--- src/rtl/vts_pkg.sv ---
package vts_pkg;

    typedef enum logic {
        VTS_SEARCH = 1'b0,
        VTS_IDLE   = 1'b1
    } vts_state_e;

endpackage

--- src/rtl/vts_sync2.sv ---
// Two-flop resynchronizer for an asynchronous level.
module vts_sync2 #(
    parameter logic RST_VAL = 1'b0
) (
    input  logic clk_i,
    input  logic rst_ni,
    input  logic async_i,
    output logic sync_o
);

    typedef struct packed {
        logic meta;
        logic stable;
    } sync_t;

    sync_t sync_d, sync_q;

    always_comb begin
        sync_d        = sync_q;
        sync_d.meta   = async_i;
        sync_d.stable = sync_q.meta;
    end

    always_ff @(posedge clk_i or negedge rst_ni) begin
        if (!rst_ni) begin
            sync_q <= '{meta: RST_VAL, stable: RST_VAL};
        end else begin
            sync_q <= sync_d;
        end
    end

    assign sync_o = sync_q.stable;

endmodule

--- src/rtl/vts_wait_timer.sv ---
// Settling-interval counter: signals the last cycle of each WAIT_CYCLES window
// while running, and rewinds itself at that point.
module vts_wait_timer #(
    parameter int unsigned WAIT_CYCLES = 50000
) (
    input  logic clk_i,
    input  logic rst_ni,
    input  logic restart_i,
    input  logic run_i,
    output logic done_o
);

    localparam int unsigned CNT_W = (WAIT_CYCLES > 2) ? $clog2(WAIT_CYCLES) : 1;
    localparam logic [CNT_W-1:0] LAST = CNT_W'(WAIT_CYCLES - 1);

    logic [CNT_W-1:0] cnt_d, cnt_q;

    always_comb begin
        done_o = run_i && (cnt_q == LAST);
        cnt_d  = cnt_q;
        if (restart_i) begin
            cnt_d = '0;
        end else if (run_i) begin
            cnt_d = done_o ? '0 : cnt_q + 1'b1;
        end
    end

    always_ff @(posedge clk_i or negedge rst_ni) begin
        if (!rst_ni) begin
            cnt_q <= '0;
        end else begin
            cnt_q <= cnt_d;
        end
    end

    initial begin
        if (WAIT_CYCLES < 2) $error("WAIT_CYCLES must be at least 2");
    end

endmodule

--- src/rtl/vco_trim_seq.sv ---
// Downward sequential search of the VCO sub-band trim word, judged by a single
// comparator reading at the end of each lock-and-settle interval.
module vco_trim_seq #(
    parameter int unsigned TRIM_W      = 3,
    parameter int unsigned WAIT_CYCLES = 50000
) (
    input  logic              clk_i,
    input  logic              rst_ni,
    input  logic              cal_req_i,
    input  logic              cmp_above_i,
    output logic [TRIM_W-1:0] trim_code_o,
    output logic [TRIM_W-1:0] vco_trim_o,
    output logic              cal_pending_o,
    output logic              cal_fail_o
);

    import vts_pkg::*;

    localparam logic [TRIM_W-1:0] CODE_TOP  = '1;
    localparam logic [TRIM_W-1:0] CODE_ZERO = '0;

    typedef struct packed {
        vts_state_e        st;
        logic [TRIM_W-1:0] code;
        logic [TRIM_W-1:0] trim;
        logic              fail;
        logic              req_prev;
    } seq_t;

    seq_t seq_d, seq_q;

    logic cmp_sync;
    logic wait_done;
    logic timer_restart;
    logic req_rise;
    logic searching;

    vts_sync2 #(
        .RST_VAL (1'b0)
    ) i_cmp_sync (
        .clk_i   (clk_i),
        .rst_ni  (rst_ni),
        .async_i (cmp_above_i),
        .sync_o  (cmp_sync)
    );

    vts_wait_timer #(
        .WAIT_CYCLES (WAIT_CYCLES)
    ) i_wait_timer (
        .clk_i     (clk_i),
        .rst_ni    (rst_ni),
        .restart_i (timer_restart),
        .run_i     (searching),
        .done_o    (wait_done)
    );

    assign searching = (seq_q.st == VTS_SEARCH);
    assign req_rise  = cal_req_i && !seq_q.req_prev;

    always_comb begin
        seq_d          = seq_q;
        seq_d.req_prev = cal_req_i;
        timer_restart  = 1'b0;
        unique case (seq_q.st)
            VTS_SEARCH: begin
                if (wait_done) begin
                    if (cmp_sync) begin
                        seq_d.trim = seq_q.code;
                        seq_d.st   = VTS_IDLE;
                    end else if (seq_q.code == CODE_ZERO) begin
                        seq_d.fail = 1'b1;
                        seq_d.st   = VTS_IDLE;
                    end else begin
                        seq_d.code = seq_q.code - 1'b1;
                    end
                end
            end
            VTS_IDLE: begin
                if (req_rise) begin
                    seq_d.st      = VTS_SEARCH;
                    seq_d.code    = CODE_TOP;
                    seq_d.fail    = 1'b0;
                    timer_restart = 1'b1;
                end
            end
            default: seq_d.st = VTS_IDLE;
        endcase
    end

    always_ff @(posedge clk_i or negedge rst_ni) begin
        if (!rst_ni) begin
            seq_q <= '{st: VTS_SEARCH, code: CODE_TOP, trim: CODE_ZERO,
                       fail: 1'b0, req_prev: 1'b0};
        end else begin
            seq_q <= seq_d;
        end
    end

    assign trim_code_o   = seq_q.code;
    assign vco_trim_o    = seq_q.trim;
    assign cal_pending_o = searching;
    assign cal_fail_o    = seq_q.fail;

endmodule

--- config.mk ---
export PLATFORM = sky130hd
export DESIGN_NAME = vco_trim_seq
export DESIGN_NICKNAME = d
export VERILOG_FILES = /design/src/rtl/vts_pkg.sv /design/src/rtl/vts_sync2.sv /design/src/rtl/vts_wait_timer.sv /design/src/rtl/vco_trim_seq.sv
export SDC_FILE = /design/constraint.sdc
export NUM_CORES = 1
export LEC_CHECK = 0
export CAP_MARGIN = 10
export CORE_ASPECT_RATIO = 0.7
export CORE_MARGIN = 2
export CORE_UTILIZATION = 60
export DETAILED_ROUTE_END_ITERATION = 16
export PLACE_DENSITY = 0.82
export REMOVE_ABC_BUFFERS = 1
export SYNTH_ARGS = -nofsm -noshare
export SYNTH_HDL_FRONTEND = slang
export SYNTH_SLANG_ARGS = --single-unit
--- constraint.sdc ---
create_clock -name clk_i -period 4.8 [get_ports clk_i]
set_input_delay 0.96 -clock clk_i [delete_from_list [all_inputs] [get_ports clk_i]]
set_output_delay 0.96 -clock clk_i [all_outputs]
set_load 0.05 [all_outputs]
==> metrics.txt <==
fmax 352 MHz; Hold Path Class reg -> reg; outcome complete, no violations; CP required between 3000 and 4000 ps; P&R area growth vs syn 7.73%; most frequent cells in the layout dfrtp_1, nand2_1, clkdlybuf4s50_1; Seq/Total Area, Yosys a little under half; Mapped Area about 0.0015 sq mm; RSZ-0062 raised after global routing no; hold_ws ~360 ps; Final nets between 150 and 200; vias approximately 1200; Crit Path Category reg -> out; chip width roughly 64 um; crit share post-route 59.2%; largest family of logic cells by synthesized area simple AND/OR/NAND/NOR gates; Post-Synth XOR/XNOR Area less than 1%; Filler Cell Count around 180; Post-CTS Resized 0; Crit. End Element primary output; Chip Height roughly 46 um; Fin. Hold Viols 0; mux cell area share after synthesis roughly 3.0%; drt drc 0; hpwl dp between 2000 and 2500 um; Ports 12; Met2 Wirelength about 1300 um; vias in the first global route 1041; Post-Synth Adder-Cell Area 2.49%; die area around 0.003 sq mm; Slew @ Worst Pin a little under 1000 ps; met3 routed WL between 150 and 200 um; All-Layer GR Usage 22.1%; drt total wl roughly 2900 um; initial core utilization 62.2%; final setup fails 0; library cells used by synthesis 44; M1 WL around 1400 um; worst clock skew about 12 ps; worst vdd ir roughly 0.29 mV; syn_area_per_cell about 9.7 sq um; Reg clk slew, reported paths ~130 ps; post-synthesis simple-gate area fraction between 20% and 30%; ANT cells 0; GRT Residual Overflow 0; Pins Over Slew Limit 0; Post-Synthesis Cells 155; Antenna Nets Post-Route 0; Synth Area in Compound Gates between 10% and 20%; P per Cell Area 362 mW/mm^2; share of cells above drive strength 1 7.50%; total of max-cap violations 0; CTS max path bufs 2; commonest non-fill, non-tap cell in the layout dfrtp_1; Max H-tree Level 1; TritonCTS Buffers 3; CP Max Fanout 16; Synth warnings 0; Main synth FF type dfrtp_1; number of enable flip-flop cells after synthesis 0; GPL Wtd Cong 0.864; root buffer cell clkbuf_4; initial antenna violation count 0; number of synthesized register bits 27; Final min period around 2800 ps; Core Box Area 0.00242 sq mm; DRT Pass-1 Iters 4; largest net degree at the start of global routing 28; Startpoint Class flip-flop; DR WL/cell around 15 um; setup tns final 0 ps; Crit path largest cell delay about 810 ps; DRT iter0 DRCs ~120; Critical Path AT approximately 1900 ps; P_leak ~0.68 nW; cts-stage hold buffer count 0; Slew headroom 35.2%; first-pass GRT wire length about 4800 um; # port buffers 11; uppermost routed layer met4; Via density about 6.3; CTS tree yes; critical path's slowest cell clkdlybuf4s50_1; Clock Latency Late Sink 340 ps; # rows 15; postcts setup bufs 0; Async SR Flop Fraction between 90% and 100%; crit-path cells inv_1 > clkdlybuf4s50_1; CTS Sinks 27
## cell type report
class	count	area (sq um)	share of cell area [%]
Sequential cell	27	679	41.9
Clock buffer	4	26.3	1.62
Multi-Input combinational cell	110	729	45.0
Timing Repair Buffer	12	118	7.25
Tap cell	34	42.5	2.62
Inverter	7	26.3	1.62
## worst paths after layout
path / slack (ps) / start / to / depth (start not counted)
setup / recovery: 1960 / seq_q[8] / cal_pending_o / 2
hold / removal: 360 / i_cmp_sync.sync_d[0] / i_cmp_sync.sync_o / 0
setup reg to reg: 2420 / i_wait_timer.cnt_q[0] / i_wait_timer.cnt_q[5] / 5
hold reg to reg: 360 / i_cmp_sync.sync_d[0] / i_cmp_sync.sync_o / 0
max in group asynchronous: 3530 / rst_ni / trim_code_o[0] / 2
min in group asynchronous: 970 / rst_ni / i_wait_timer.cnt_q[7] / 2
## routing by layer
metal,vias to the layer above,track usage (%)
li1,591,-
met1,587,31.0
met2,48,33.3
met3,4,5.94
met4,0,7.39
met5,-,0
## stage by stage
step / util [%] / setup slack, ps / total power [mW] / instances / cell area, sq um
finish: 67.0 / 1960 / 0.587 / 194 / 1620
global placement: 65.9 / 2320 / 0.484 / 190 / 1600
floorplan: - / 2820 / 0.441 / 144 / 1440
detailed placement: 65.9 / 2270 / 0.490 / 190 / 1600
CTS: 67.0 / 1950 / 0.589 / 194 / 1620
global route: 67.0 / 1880 / 0.622 / 194 / 1620
## cells in the mapped netlist (2+ instances only)
library cell,n,area [sq um]
nand2_1,13,48.8
and4b_1,2,20.0
buf_4,7,52.6
o21ai_1,7,35.0
nand2b_1,3,18.8
nand4_1,3,18.8
a31oi_1,8,50.1
dfstp_2,3,78.8
dfrtp_1,24,601
mux2_1,3,33.8
inv_1,7,26.3
nand3_1,9,45.0
and4_1,3,26.3
a22o_1,2,17.5
o21ai_0,5,25.0
nor2_1,8,30.0
o31ai_1,2,15.0
nor3_1,4,20.0
nor4_1,3,18.8
nor2b_1,2,12.5
a211oi_1,2,15.0
or3_1,3,18.8
a21oi_1,6,30.0
nor4b_1,3,26.3
clkbuf_1,2,7.51
ha_1,3,37.5
## flip-flops by register name (all words and copies together), names as in the netlist
| register | cells |
|---|---|
| trim_code_o | 3 |
| seq_q | 2 |
| i_cmp_sync.sync_d | 1 |
| cal_fail_o | 1 |
| vco_trim_o | 3 |
| i_wait_timer.cnt_q | 16 |
| i_cmp_sync.sync_o | 1 |
## where the power goes
group          internal, mW  leakage [nW]  switching, mW  total (mW)
Sequential            0.275         0.339         0.0743       0.350
Clock                0.0327        0.0150         0.0666      0.0994
Combinational        0.0657         0.325         0.0724       0.138
Total                 0.374         0.679          0.213       0.587
## worst max-delay path: cells and delay by family, from the launching register on
family / cells / cell delay (ps)
buf+inv: 2 / 970
flops: 1 / 580
## logic make-up (layout without fill, tap and decap cells)
| group | count (synthesis) | count (layout) |
|---|---|---|
| AOI/OAI and AO/OA | 39 | 39 |
| adders and majority gates | 3 | 3 |
| muxes | 4 | 4 |
| buffers and inverters | 18 | 23 |
| and+or+nand+nor | 63 | 63 |
| xor gates and xnor gates | 1 | 1 |
| DFF | 27 | 27 |
Power figures use the tool's default switching activity.
